--- src/rtl/pll_pkg.sv ---
package pll_pkg;

    typedef enum logic [1:0] {
        ST_IDLE    = 2'd0,
        ST_DETECT  = 2'd1,
        ST_INTEG   = 2'd2,
        ST_ADVANCE = 2'd3
    } pll_state_e;

endpackage

--- src/rtl/pll_phase_detect.sv ---
module pll_phase_detect #(
    parameter int PHASE_W = 16
) (
    input  logic [PHASE_W-1:0]        sample,
    input  logic [PHASE_W-1:0]        estimate,
    output logic signed [PHASE_W-1:0] err
);
    logic [PHASE_W-1:0] diff;

    // modular difference: overflow of the word is the wrap around the circle
    always_comb begin
        diff = sample - estimate;
        err  = signed'(diff);
    end
endmodule

--- src/rtl/pll_loop_filter.sv ---
module pll_loop_filter #(
    parameter int PHASE_W = 16,
    parameter int FRAC_W  = 8,
    parameter int SHIFT_W = 4
) (
    input  logic                              clk,
    input  logic                              rst_n,
    input  logic                              integ_en,
    input  logic signed [PHASE_W-1:0]         err,
    input  logic [SHIFT_W-1:0]                a_sh,
    input  logic [SHIFT_W-1:0]                b_sh,
    output logic signed [PHASE_W+FRAC_W-1:0]  freq,
    output logic signed [PHASE_W-1:0]         prop
);
    localparam int FREQ_W = PHASE_W + FRAC_W;
    localparam logic [SHIFT_W-1:0] OFF_CODE = {SHIFT_W{1'b1}};

    logic signed [FREQ_W-1:0] err_ext;
    logic signed [FREQ_W-1:0] integ_term;

    generate
        if (FRAC_W > 0) begin : g_frac
            assign err_ext = {err, {FRAC_W{1'b0}}};
        end else begin : g_nofrac
            assign err_ext = err;
        end
    endgenerate

    always_comb begin
        integ_term = err_ext >>> b_sh;
        prop       = err >>> a_sh;
    end

    always_ff @(posedge clk or negedge rst_n) begin
        if (!rst_n) begin
            freq <= '0;
        end else if (integ_en && (b_sh != OFF_CODE)) begin
            freq <= freq + integ_term;
        end
    end
endmodule

--- src/rtl/pll_nco.sv ---
module pll_nco #(
    parameter int PHASE_W = 16,
    parameter int FRAC_W  = 8
) (
    input  logic                              clk,
    input  logic                              rst_n,
    input  logic                              adv_en,
    input  logic signed [PHASE_W-1:0]         prop,
    input  logic signed [PHASE_W+FRAC_W-1:0]  freq,
    output logic [PHASE_W-1:0]                theta
);
    localparam int FREQ_W = PHASE_W + FRAC_W;

    logic [PHASE_W-1:0] step;

    // integer part of the frequency word is its arithmetic shift by FRAC_W, truncated
    always_comb begin
        step = $unsigned(prop) + $unsigned(freq[FREQ_W-1:FRAC_W]);
    end

    always_ff @(posedge clk or negedge rst_n) begin
        if (!rst_n) begin
            theta <= '0;
        end else if (adv_en) begin
            theta <= theta + step;
        end
    end
endmodule

--- src/rtl/pll_ctrl.sv ---
module pll_ctrl
    import pll_pkg::*;
(
    input  logic       clk,
    input  logic       rst_n,
    input  logic       in_valid,
    output pll_state_e state,
    output logic       ready,
    output logic       load,
    output logic       detect_en,
    output logic       integ_en,
    output logic       adv_en,
    output logic       done
);
    pll_state_e nxt;

    always_ff @(posedge clk or negedge rst_n) begin
        if (!rst_n) begin
            state <= ST_IDLE;
            done  <= 1'b0;
        end else begin
            state <= nxt;
            done  <= (state == ST_ADVANCE);
        end
    end

    always_comb begin
        nxt = state;
        unique case (state)
            ST_IDLE:    if (in_valid) nxt = ST_DETECT;
            ST_DETECT:  nxt = ST_INTEG;
            ST_INTEG:   nxt = ST_ADVANCE;
            ST_ADVANCE: nxt = ST_IDLE;
            default:    nxt = ST_IDLE;
        endcase
    end

    always_comb begin
        ready     = 1'b0;
        load      = 1'b0;
        detect_en = 1'b0;
        integ_en  = 1'b0;
        adv_en    = 1'b0;
        unique case (state)
            ST_IDLE: begin
                ready = 1'b1;
                load  = in_valid;
            end
            ST_DETECT:  detect_en = 1'b1;
            ST_INTEG:   integ_en  = 1'b1;
            ST_ADVANCE: adv_en    = 1'b1;
            default: ;
        endcase
    end
endmodule

--- src/rtl/pll_track.sv ---
module pll_track
    import pll_pkg::*;
#(
    parameter int PHASE_W = 16,
    parameter int FRAC_W  = 8,
    parameter int SHIFT_W = 4
) (
    input  logic                               clk,
    input  logic                               rst_n,
    input  logic                               in_valid,
    input  logic [PHASE_W-1:0]                 in_phase,
    input  logic [SHIFT_W-1:0]                 alpha_sh,
    input  logic [SHIFT_W-1:0]                 beta_sh,
    output logic                               in_ready,
    output logic                               upd_done,
    output logic [PHASE_W-1:0]                 phase_est,
    output logic signed [PHASE_W-1:0]          phase_err,
    output logic signed [PHASE_W+FRAC_W-1:0]   freq_est
);
    localparam int FREQ_W = PHASE_W + FRAC_W;

    pll_state_e st_cur;
    logic load, detect_en, integ_en, adv_en;
    logic [PHASE_W-1:0] sample_q;
    logic [SHIFT_W-1:0] alpha_q, beta_q;
    logic signed [PHASE_W-1:0] err_now;
    logic signed [PHASE_W-1:0] prop;
    logic signed [FREQ_W-1:0]  freq;
    logic [PHASE_W-1:0]        theta;

    pll_ctrl u_ctrl (
        .clk       (clk),
        .rst_n     (rst_n),
        .in_valid  (in_valid),
        .state     (st_cur),
        .ready     (in_ready),
        .load      (load),
        .detect_en (detect_en),
        .integ_en  (integ_en),
        .adv_en    (adv_en),
        .done      (upd_done)
    );

    always_ff @(posedge clk or negedge rst_n) begin
        if (!rst_n) begin
            sample_q <= '0;
            alpha_q  <= '0;
            beta_q   <= '1;
        end else if (load) begin
            sample_q <= in_phase;
            alpha_q  <= alpha_sh;
            beta_q   <= beta_sh;
        end
    end

    pll_phase_detect #(.PHASE_W(PHASE_W)) u_det (
        .sample   (sample_q),
        .estimate (theta),
        .err      (err_now)
    );

    always_ff @(posedge clk or negedge rst_n) begin
        if (!rst_n) begin
            phase_err <= '0;
        end else if (detect_en) begin
            phase_err <= err_now;
        end
    end

    pll_loop_filter #(.PHASE_W(PHASE_W), .FRAC_W(FRAC_W), .SHIFT_W(SHIFT_W)) u_filt (
        .clk      (clk),
        .rst_n    (rst_n),
        .integ_en (integ_en),
        .err      (phase_err),
        .a_sh     (alpha_q),
        .b_sh     (beta_q),
        .freq     (freq),
        .prop     (prop)
    );

    pll_nco #(.PHASE_W(PHASE_W), .FRAC_W(FRAC_W)) u_nco (
        .clk    (clk),
        .rst_n  (rst_n),
        .adv_en (adv_en),
        .prop   (prop),
        .freq   (freq),
        .theta  (theta)
    );

    assign phase_est = theta;
    assign freq_est  = freq;
endmodule

--- config.mk ---
export PLATFORM = sky130hd
export DESIGN_NAME = pll_track
export DESIGN_NICKNAME = d
export VERILOG_FILES = /design/src/rtl/pll_pkg.sv /design/src/rtl/pll_phase_detect.sv /design/src/rtl/pll_loop_filter.sv /design/src/rtl/pll_nco.sv /design/src/rtl/pll_ctrl.sv /design/src/rtl/pll_track.sv
export SDC_FILE = /design/constraint.sdc
export NUM_CORES = 1
export LEC_CHECK = 0
export ABC_AREA = 1
export BUFFER_PORTS_ARGS = -buffer_cell sky130_fd_sc_hd__buf_2
export CAP_MARGIN = 20
export CORE_MARGIN = 4
export CORE_UTILIZATION = 52
export CTS_BUF_LIST = sky130_fd_sc_hd__clkbuf_4 sky130_fd_sc_hd__clkbuf_8
export CTS_CLUSTER_DIAMETER = 30
export DETAILED_ROUTE_END_ITERATION = 8
export HOLD_SLACK_MARGIN = 0.06
export MAX_ROUTING_LAYER = met4
export PLACE_DENSITY = 0.72
export REMOVE_ABC_BUFFERS = 1
export SYNTH_ARGS = -nofsm -noshare
export SYNTH_HDL_FRONTEND = slang
export SYNTH_SLANG_ARGS = --single-unit
--- constraint.sdc ---
create_clock -name clk -period 3.3 [get_ports clk]
set_input_delay 0.99 -clock clk [delete_from_list [all_inputs] [get_ports clk]]
set_output_delay 0.99 -clock clk [all_outputs]
set_load 0.03 [all_outputs]
## Word-level counts from Yosys, hierarchy flattened

Index checks and enable logic that the tools add are counted.

| word-level totals | value |
|---|---|
| output and inout bits | 58 |
| flip-flop bits (word level) | 83 |

| operators by class | value |
|---|---|
| reduce and logical (&&, ||, !) cells | 2 |
| add/subtract/negate cells | 4 |
| mux-type cells | 7 |
| eq/ne operators | 5 |
| shift operators | 2 |

Operators with widths:

| operator | number |
|---|---|
| 16-bit adder | 2 |
| 24-bit adder | 1 |
| 24-bit by 4-bit >>> shifter with 24-bit output | 1 |
| 16-bit by 4-bit >>> shifter with 16-bit output | 1 |
| 16-bit subtractor | 1 |
| 2-bit one-hot mux with 4 select lines | 1 |
| 1-bit two-way mux | 5 |
| 2-bit equality test (second input constant) | 2 |
| 4-bit != test (second input constant) | 1 |
| 2-bit by 1-bit equality test with 1-bit output (second input constant) | 1 |
| 2-bit logical NOT | 1 |
| 2-bit two-way mux | 1 |
| 2-bit != test (second input constant) | 1 |
| 1-bit logical AND | 1 |

## Logic depth before layout (Yosys ltp)

Gate-level depths: netlist of the first run.

| depth | value |
|---|---|
| depth in word-level cells | 3 |
| depth in mapped cells | 23 |
| gate-level depth less buffers | 22 |

## Modules after synthesis

From an unflattened synthesis of the first run, not the netlist that was laid out.

| second synthesis, totals | value |
|---|---|
| cell total of the unflattened synthesis | 1370 |
| area, all modules | 8466.9 sq um |

By module, submodules not included:

| module | cells each | instances | area each (sq um) |
|---|---|---|---|
| pll_loop_filter | 727 | 1 | 3882.5 |
| pll_nco | 256 | 1 | 1811.7 |
| pll_track | 170 | 1 | 1602.8 |
| pll_phase_detect | 194 | 1 | 973.4 |
| pll_ctrl | 23 | 1 | 196.4 |

## Worst setup path after synthesis of the first run

Ideal clock, no wire load.

| path | value |
|---|---|
| kind | register to register |
| start | register phase_err[15] |
| end | register u_nco.theta[15] |
| period minus slack after synthesis | 3.105 ns |
| arrival time | 2.987 ns |
| buffers on the path | 1 |
| slack | 0.195 ns |
| stages on the path, launching flop included | 24 |
| setup time | 0.118 ns |
| required time | 3.182 ns |
| cell sequence | dfrtp_1 -> buf_4 -> inv_1 -> nand2_1 -> o21ai_0 -> o21ai_1 -> nand2_1 -> o21ai_0 -> o21ai_0 -> fa_1 -> inv_1 -> ha_1 -> inv_1 -> fa_1 -> inv_1 -> nand2_1 -> o21ai_2 -> nand2_1 -> nand2_1 -> nand2_1 -> nand2_1 -> nand2_1 -> nand3_1 -> nand2_1 |

| on the way | value |
|---|---|
| word-level cells in the longest chain between the ends | 3 |

Ends and longest elaborated chain:

| item | line | source |
|---|---|---|
| start: declaration | pll_track.sv:17 | `output logic signed [PHASE_W-1:0] phase_err,` |
| start signal: assignment | pll_track.sv:66 | `phase_err <= err_now;` |
| 16-bit by 4-bit >>> shifter with 16-bit output | pll_loop_filter.sv:31 | `prop = err >>> a_sh;` |
| 16-bit adder | pll_nco.sv:18 | `step = $unsigned(prop) + $unsigned(freq[FREQ_W-1:FRAC_W]);` |
| 16-bit adder | pll_nco.sv:25 | `theta <= theta + step;` |
| end signal: assignment | pll_nco.sv:25 |  |
| end: declaration | pll_nco.sv:10 | `output logic [PHASE_W-1:0] theta` |

No other way between the ends.
A chain may end at the register's enable or synchronous reset.

## Worst setup path after layout of the first run

| path | value |
|---|---|
| start | register alpha_q[0] |
| end | register u_nco.theta[15] |

| on the way | value |
|---|---|
| word-level cells in the longest chain between the ends | 3 |

Ends and longest elaborated chain:

| item | line | source |
|---|---|---|
| start: declaration | pll_track.sv:25 | `logic [SHIFT_W-1:0] alpha_q, beta_q;` |
| start signal: assignment | pll_track.sv:51 | `alpha_q <= alpha_sh;` |
| 16-bit by 4-bit >>> shifter with 16-bit output | pll_loop_filter.sv:31 |  |
| 16-bit adder | pll_nco.sv:18 |  |
| 16-bit adder | pll_nco.sv:25 |  |

No other way between the ends.

==> impl_metrics.prom, run 1 <==
# TYPE chip_impl_metric gauge
chip_impl_metric{name="ys_async_sr_fraction",unit="%"} 100
chip_impl_metric{name="min_period",unit="ns"} 3.24
chip_impl_info{name="path_cells",value="buf_12, o21ai_1, nor2_1, o31ai_2, o21ai_2, fa_1, ha_2, inv_2, fa_2, inv_2, nand2_4, o21ai_4, nand2_1, nand2_2, nand2_2, nand2_1, nand2_1, nand3_1, nand2_1"} 1
chip_impl_metric{name="critPathBufInv",unit=""} 3
chip_impl_info{name="status",value="finished, final reports clean"} 1
chip_impl_metric{name="post_drt_via_cell_ratio",unit=""} 5.36
chip_impl_metric{name="setup_viol_count_final",unit=""} 0
chip_impl_info{name="synth_top_family_by_area",value="simple AND/OR/NAND/NOR gates"} 1
chip_impl_metric{name="crit_path_max_fanout",unit=""} 8
chip_impl_metric{name="final.setup.tns",unit="ns"} 0
chip_impl_metric{name="post-route-period-util",unit="%"} 98.2
chip_impl_metric{name="yosys_top_cell_area_share",unit="%"} 24.7
chip_impl_metric{name="overflow",unit=""} 0
chip_impl_metric{name="grt_util_met2",unit="%"} 39.7
chip_impl_metric{name="drtIter0Drc",unit=""} 753
chip_impl_metric{name="io_buffers",unit=""} 84
chip_impl_metric{name="netlist-cell-type-count",unit=""} 44
chip_impl_metric{name="clk_path_buf_depth",unit=""} 2
chip_impl_metric{name="layout-area-overhead-vs-synth",unit="%"} 15.8
chip_impl_metric{name="synth_sequential_area_ratio",unit="%"} 26.0
chip_impl_metric{name="critical_path_required",unit="ns"} 3.59
chip_impl_metric{name="antenna_found_initial",unit=""} 0
chip_impl_metric{name="number_of_buffers_inserted_during_clock_tree_synthesis",unit=""} 9
chip_impl_metric{name="cts.reportedPaths.clkPinSlew",unit="ns"} 0.10
chip_impl_info{name="grt_setup_unrepaired",value="true"} 1
chip_impl_metric{name="synthesis.area_per_instance",unit="um2"} 6.62
chip_impl_metric{name="fin_ws",unit="ns"} 0.0579
chip_impl_metric{name="synth_warnings",unit=""} 0
chip_impl_metric{name="synth_compound_gate_area_share",unit="%"} 14.2
chip_impl_metric{name="dp_worst_setup_slack",unit="ns"} -0.00845
chip_impl_info{name="start_kind",value="flop"} 1
chip_impl_info{name="globalRoute.busiestLayer",value="met1"} 1
chip_impl_info{name="critical_path_class",value="reg2reg"} 1
chip_impl_metric{name="hold_buffers",unit=""} 0
chip_impl_info{name="cts_root_buf",value="clkbuf_8"} 1
chip_impl_info{name="post_synth_main_area_contributors",value="dfrtp_1, nand2_1, ha_1, inv_1, fa_1"} 1
chip_impl_metric{name="floorplan_row_count",unit=""} 45
chip_impl_metric{name="htreeDepth",unit=""} 3
chip_impl_metric{name="slew_violations",unit=""} 0
chip_impl_metric{name="core_area",unit="um2"} 15100
chip_impl_metric{name="start_util",unit="%"} 52.9
chip_impl_metric{name="boundaryPins",unit=""} 85
chip_impl_metric{name="crit_path_max_incr_delay",unit="ns"} 0.52
chip_impl_info{name="cell_taking_the_most_area_after_synthesis",value="dfrtp_1"} 1
chip_impl_metric{name="via_count_of_the_first_global_routing_pass",unit=""} 7085
chip_impl_metric{name="syn_area",unit="um2"} 8010
chip_impl_metric{name="achievable-frequency",unit="GHz"} 0.308
chip_impl_metric{name="worst_slew_margin",unit="%"} 60.8
chip_impl_metric{name="final_nets",unit=""} 1406
chip_impl_metric{name="use_met3",unit="%"} 3.44
chip_impl_metric{name="multiplexer_share_of_the_synthesized_area",unit="%"} 3.37
chip_impl_metric{name="post_drt_wl_per_cell",unit="um"} 15.7
chip_impl_metric{name="detail_route.drc_violations",unit=""} 0
chip_impl_metric{name="total_via_count_after_detailed_routing",unit=""} 8036
chip_impl_metric{name="grt_first_pass_wirelength",unit="um"} 37000
chip_impl_metric{name="post_synth_xor_area_fraction",unit="%"} 2.06
chip_impl_metric{name="groute.usage.overall",unit="%"} 27.1
chip_impl_info{name="synth_top_flop_cell",value="dfrtp_1"} 1
chip_impl_info{name="min_path_type",value="in2async"} 1
chip_impl_info{name="critPathTopFamily",value="adder cells"} 1
chip_impl_metric{name="first_pass_iters",unit=""} 6
chip_impl_info{name="most_used_cells_in_the_layout_excluding_fill_and_tap_cells",value="nand2_1, inv_1, buf_2, dfrtp_1, nor2_1"} 1
chip_impl_metric{name="route.final.wire_length",unit="um"} 23500
chip_impl_metric{name="edff_count_synth",unit=""} 0
chip_impl_metric{name="post_route_cells_drive_above_1_share",unit="%"} 18.0
chip_impl_metric{name="antenna_cells_inserted",unit=""} 0
chip_impl_metric{name="floorplan.die.height",unit="um"} 132
chip_impl_metric{name="arithmetic_cell_share_of_the_synthesized_area_counting_full_adders_half_adders_and_majority_gates",unit="%"} 13.2
chip_impl_metric{name="final-hold-violation-count",unit=""} 0
chip_impl_metric{name="max_cap_violations",unit=""} 0
chip_impl_info{name="critical_path.most_common_cell",value="nand2_1"} 1
chip_impl_metric{name="finalWeightedCongestion",unit=""} 0.982
chip_impl_metric{name="postRouteAntennaNets",unit=""} 0
chip_impl_metric{name="use_met1",unit="%"} 39.9
chip_impl_metric{name="post_synth_simple_gate_area",unit="%"} 31.0
chip_impl_metric{name="worst-slew-pin-transition",unit="ns"} 0.588
chip_impl_metric{name="worst_clk_skew",unit="ns"} 0.00827
chip_impl_info{name="tritoncts",value="built"} 1
chip_impl_metric{name="die-width",unit="um"} 132
chip_impl_metric{name="worst_skew_pair.late_latency",unit="ns"} 0.39
chip_impl_info{name="crit_slowest_cell",value="fa_1"} 1
chip_impl_metric{name="hpwl",unit="um"} 18500
chip_impl_metric{name="synth_cells",unit=""} 1210
chip_impl_info{name="critical_path.endpoint_type",value="flop"} 1
chip_impl_metric{name="grt_start_max_net_pins",unit=""} 63
chip_impl_metric{name="cts.sinks",unit=""} 83
chip_impl_metric{name="yosys_register_bits",unit=""} 83
chip_impl_info{name="layout_commonest_cell",value="nand2_1"} 1
chip_impl_metric{name="worst_ep_arrival_time",unit="ns"} 3.53
chip_impl_metric{name="design.die.area",unit="um2"} 17500
==> cells in the mapped netlist (all sizes together) (2+ instances only) <==
| cell | n |
|---|---|
| o211ai | 2 |
| a21oi | 54 |
| nand3b | 14 |
| and2 | 2 |
| buf | 23 |
| o22ai | 5 |
| nor4 | 2 |
| nor2 | 70 |
| nand4 | 11 |
| dfstp | 4 |
| xor2 | 3 |
| o221ai | 3 |
| mux2 | 16 |
| fa | 18 |
| nor3 | 4 |
| nand3 | 63 |
| nand2 | 444 |
| mux2i | 9 |
| o21a | 3 |
| inv | 164 |
| clkbuf | 11 |
| o21ai | 126 |
| dfrtp | 79 |
| a31oi | 2 |
| ha | 56 |
| xnor2 | 15 |
==> logic make-up after synthesis <==
| kind of cell | Yosys count |
|---|---|
| and+or+nand+nor | 611 |
| DFF | 83 |
| buffers and inverters | 199 |
| AOI/OAI and AO/OA | 200 |
| adders and majority gates | 74 |
| muxes | 25 |
| xor gates and xnor gates | 18 |
==> metal layers <==
metal	wire, um	part of all wire, %
met3	1650	7.0
met4	415	1.8
met1	11300	48
met5	0	0
met2	10100	43
==> state kept, by name, indices dropped and copies added, names as in the netlist <==
register and flops:
phase_err 16, u_nco.theta 16, u_ctrl.state 2, u_filt.freq 24
beta_q 4, sample_q 16, u_ctrl.done 1, alpha_q 4
==> stage by stage <==
step                util [%]  cells  hold slack (ns)  cell area [um2]
detailed placement      57.6   1476            0.501             8730
global placement        57.6   1476            0.483             8730
CTS                     59.2   1492            0.487             8970
global route            61.3   1498            0.504             9280
finish                  61.3   1498            0.488             9280
floorplan                  -   1176            0.484             7820
==> worst paths after layout <==
check                                from               to  slack, ns  cells past startpoint
max                            alpha_q[0]  u_nco.theta[15]       0.06                     19
min                                 rst_n   u_filt.freq[5]       0.49                      1
max reg2reg                    alpha_q[0]  u_nco.theta[15]       0.06                     19
min reg2reg                u_filt.freq[0]   u_filt.freq[0]       0.51                      2
max in group asynchronous           rst_n   u_nco.theta[7]       2.16                      2
min in group clk           u_filt.freq[0]   u_filt.freq[0]       0.51                      2
==> repair_timing <==
action,in CTS,in global routing
endpoints found under the setup margin,2,14
setup buffers,0,3
resized for setup,4,71
pin swaps,1,12
cloned,0,3
==> final cells by class <==
cell class | count | area (um2)
sequential | 83 | 2090
tap | 188 | 235
inverter | 165 | 626
multi-input combinational | 928 | 5340
timing repair buffer | 118 | 754
clock buffer | 9 | 124
clock inverter | 7 | 109
fill | 1474 | 5870
Power of run 1 is not shown: default switching activity piles up to over one toggle a cycle in this logic, so the estimate is an artifact.
==> run 2: changes to the inputs <==
--- a/config.mk
+++ b/config.mk
@@ -10,7 +10,7 @@
 export CAP_MARGIN = 20
 export CORE_MARGIN = 4
 export CORE_UTILIZATION = 52
-export CTS_BUF_LIST = sky130_fd_sc_hd__clkbuf_4 sky130_fd_sc_hd__clkbuf_8
+export CTS_BUF_LIST = sky130_fd_sc_hd__clkbuf_16
 export CTS_CLUSTER_DIAMETER = 30
 export DETAILED_ROUTE_END_ITERATION = 8
 export HOLD_SLACK_MARGIN = 0.06
==> run 2 against run 1 <==
Fmax up 0.63%. Highest routed layer unchanged. Final cell count unchanged. Utilization up 0.72 points. Critical path depth up 2. Worst setup slack better by 0.020 ns. Largest cell class unchanged. Sequential cell count unchanged.
==> impl_metrics.prom, run 2 (synthesis results as in run 1) <==
# TYPE chip_impl_metric gauge
chip_impl_metric{name="grt_first_pass_wirelength",unit="um"} 37300
chip_impl_metric{name="total_via_count_after_detailed_routing",unit=""} 8076
chip_impl_info{name="critical_path.endpoint_type",value="flop"} 1
chip_impl_metric{name="final_nets",unit=""} 1406
chip_impl_metric{name="routedLengthMet1",unit="um"} 11500
chip_impl_metric{name="number_of_buffers_inserted_during_clock_tree_synthesis",unit=""} 9
chip_impl_metric{name="drtIter0Drc",unit=""} 694
chip_impl_metric{name="grt_start_max_net_pins",unit=""} 63
chip_impl_info{name="status",value="finished, final reports clean"} 1
chip_impl_metric{name="floorplan.die.height",unit="um"} 132
chip_impl_metric{name="layout-area-overhead-vs-synth",unit="%"} 17.2
chip_impl_metric{name="slew_violations",unit=""} 0
chip_impl_metric{name="boundaryPins",unit=""} 85
chip_impl_metric{name="floorplan_row_count",unit=""} 45
chip_impl_metric{name="io_buffers",unit=""} 84
chip_impl_metric{name="worst_skew_pair.late_latency",unit="ns"} 0.35
chip_impl_metric{name="worst-slew-pin-transition",unit="ns"} 0.593
chip_impl_info{name="most_used_cells_in_the_layout_excluding_fill_and_tap_cells",value="nand2_1, inv_1, buf_2, dfrtp_1, nor2_1"} 1
chip_impl_metric{name="fin_ws",unit="ns"} 0.0782
chip_impl_metric{name="groute.usage.overall",unit="%"} 27.3
chip_impl_metric{name="achievable-frequency",unit="GHz"} 0.310
chip_impl_info{name="top_layer_used",value="met4"} 1
chip_impl_metric{name="min_period",unit="ns"} 3.22
chip_impl_metric{name="finalWeightedCongestion",unit=""} 0.982
chip_impl_metric{name="clk_path_buf_depth",unit=""} 2
chip_impl_metric{name="antenna_found_initial",unit=""} 0
chip_impl_metric{name="worst_clk_skew",unit="ns"} 0.00511
chip_impl_metric{name="post_route_cells_drive_above_1_share",unit="%"} 18.1
chip_impl_metric{name="post_drt_wl_per_cell",unit="um"} 15.8
chip_impl_info{name="min_path_type",value="reg2reg"} 1
chip_impl_metric{name="overflow",unit=""} 0
chip_impl_metric{name="post-route-period-util",unit="%"} 97.6
chip_impl_metric{name="start_util",unit="%"} 52.9
chip_impl_metric{name="cts.reportedPaths.clkPinSlew",unit="ns"} 0.07
chip_impl_info{name="start_kind",value="flop"} 1
chip_impl_metric{name="worst_ep_arrival_time",unit="ns"} 3.47
chip_impl_metric{name="postRouteAntennaNets",unit=""} 0
chip_impl_metric{name="cts.sinks",unit=""} 83
chip_impl_metric{name="setup_viol_count_final",unit=""} 0
chip_impl_metric{name="post_drt_via_cell_ratio",unit=""} 5.39
chip_impl_info{name="critical_path.most_common_cell",value="nand2_1"} 1
chip_impl_info{name="critical_path_class",value="reg2reg"} 1
chip_impl_metric{name="design.die.area",unit="um2"} 17500
chip_impl_metric{name="detail_route.drc_violations",unit=""} 0
chip_impl_metric{name="worst_slew_margin",unit="%"} 60.4
chip_impl_metric{name="core_area",unit="um2"} 15100
chip_impl_metric{name="max_cap_violations",unit=""} 0
chip_impl_info{name="tritoncts",value="built"} 1
chip_impl_info{name="crit_slowest_cell",value="fa_1"} 1
chip_impl_metric{name="first_pass_iters",unit=""} 5
chip_impl_metric{name="crit_path_max_fanout",unit=""} 8
chip_impl_metric{name="crit_path_max_incr_delay",unit="ns"} 0.52
chip_impl_metric{name="met2_length",unit="um"} 10200
chip_impl_metric{name="critical_path_required",unit="ns"} 3.55
chip_impl_metric{name="final-hold-violation-count",unit=""} 0
chip_impl_metric{name="hpwl",unit="um"} 18500
chip_impl_metric{name="die-width",unit="um"} 132
chip_impl_info{name="cts_root_buf",value="clkbuf_16"} 1
chip_impl_metric{name="via_count_of_the_first_global_routing_pass",unit=""} 7089
chip_impl_metric{name="routed-wl-met3",unit="um"} 1590
chip_impl_metric{name="htreeDepth",unit=""} 3
chip_impl_metric{name="largest_reg_flops",unit=""} 24
chip_impl_metric{name="antenna_cells_inserted",unit=""} 0
chip_impl_info{name="grt_setup_unrepaired",value="true"} 1
chip_impl_info{name="path_cells",value="buf_12, nand2_4, o21ai_4, mux2i_2, nand2_1, o21ai_2, o21ai_2, fa_1, ha_2, inv_2, fa_2, inv_2, nand2_4, o21ai_4, nand2_1, nand2_2, nand2_2, nand2_1, nand2_1, nand3_1, nand2_1"} 1
chip_impl_metric{name="dp_worst_setup_slack",unit="ns"} -0.00845
chip_impl_info{name="regMostFlops",value="u_filt.freq"} 1
chip_impl_metric{name="route.final.wire_length",unit="um"} 23600
chip_impl_info{name="layout_commonest_cell",value="nand2_1"} 1
run 2: final timing paths:
kind | start | endpoint | depth (start not counted) | slack [ns]
worst max-delay path | alpha_q[0] | u_nco.theta[15] | 21 | 0.08
worst min-delay path | u_filt.freq[0] | u_filt.freq[0] | 2 | 0.51
worst max register to register | alpha_q[0] | u_nco.theta[15] | 21 | 0.08
worst min register to register | u_filt.freq[0] | u_filt.freq[0] | 2 | 0.51
max in group asynchronous | rst_n | beta_q[0] | 2 | 2.12
min in group asynchronous | rst_n | u_filt.freq[3] | 1 | 0.53
run 2: critical path, delay by kind of cell (launching register included):
kind            cells  cell delay [ns]
mux                 1             0.20
flops               1             0.47
compound gates      4             0.40
buf+inv             3             0.29
simple gates       10             0.70
fa+ha+maj           3             1.05
run 2: timing repair:
item / CTS / global route
endpoints found under the setup margin: 2 / 13
setup buffers: 0 / 3
pin swaps: 1 / 15
resized for setup: 5 / 71
cloned: 0 / 3
hold buffers: 0 / 0
run 2: cell type report:
type / instances / area (um2)
Clock inverter: 7 / 109
Multi-Input combinational cell: 928 / 5360
Timing Repair Buffer: 118 / 754
Clock buffer: 9 / 225
Tap cell: 188 / 235
Fill cell: 1456 / 5760
Sequential cell: 83 / 2090
Inverter: 165 / 622
run 2: routing by layer:
metal	GRT usage [%]	vias to the layer above
met1	39.9	3698
met2	40.3	260
li1	-	4091
met4	6.18	0
met3	3.66	27
met5	-	-
run 2: stage by stage:
step                area, um2  TNS (ns)  util [%]  hold slack [ns]  instances
floorplan                7820         0         -            0.484       1176
global placement         8730         0      57.6            0.483       1476
detailed placement       8730  -0.00845      57.6            0.501       1476
CTS                      9070         0      59.9            0.516       1492
global route             9390    -0.241      62.0            0.539       1498
finish                   9390         0      62.0            0.507       1498
Power of run 2 is left out for the same reason.
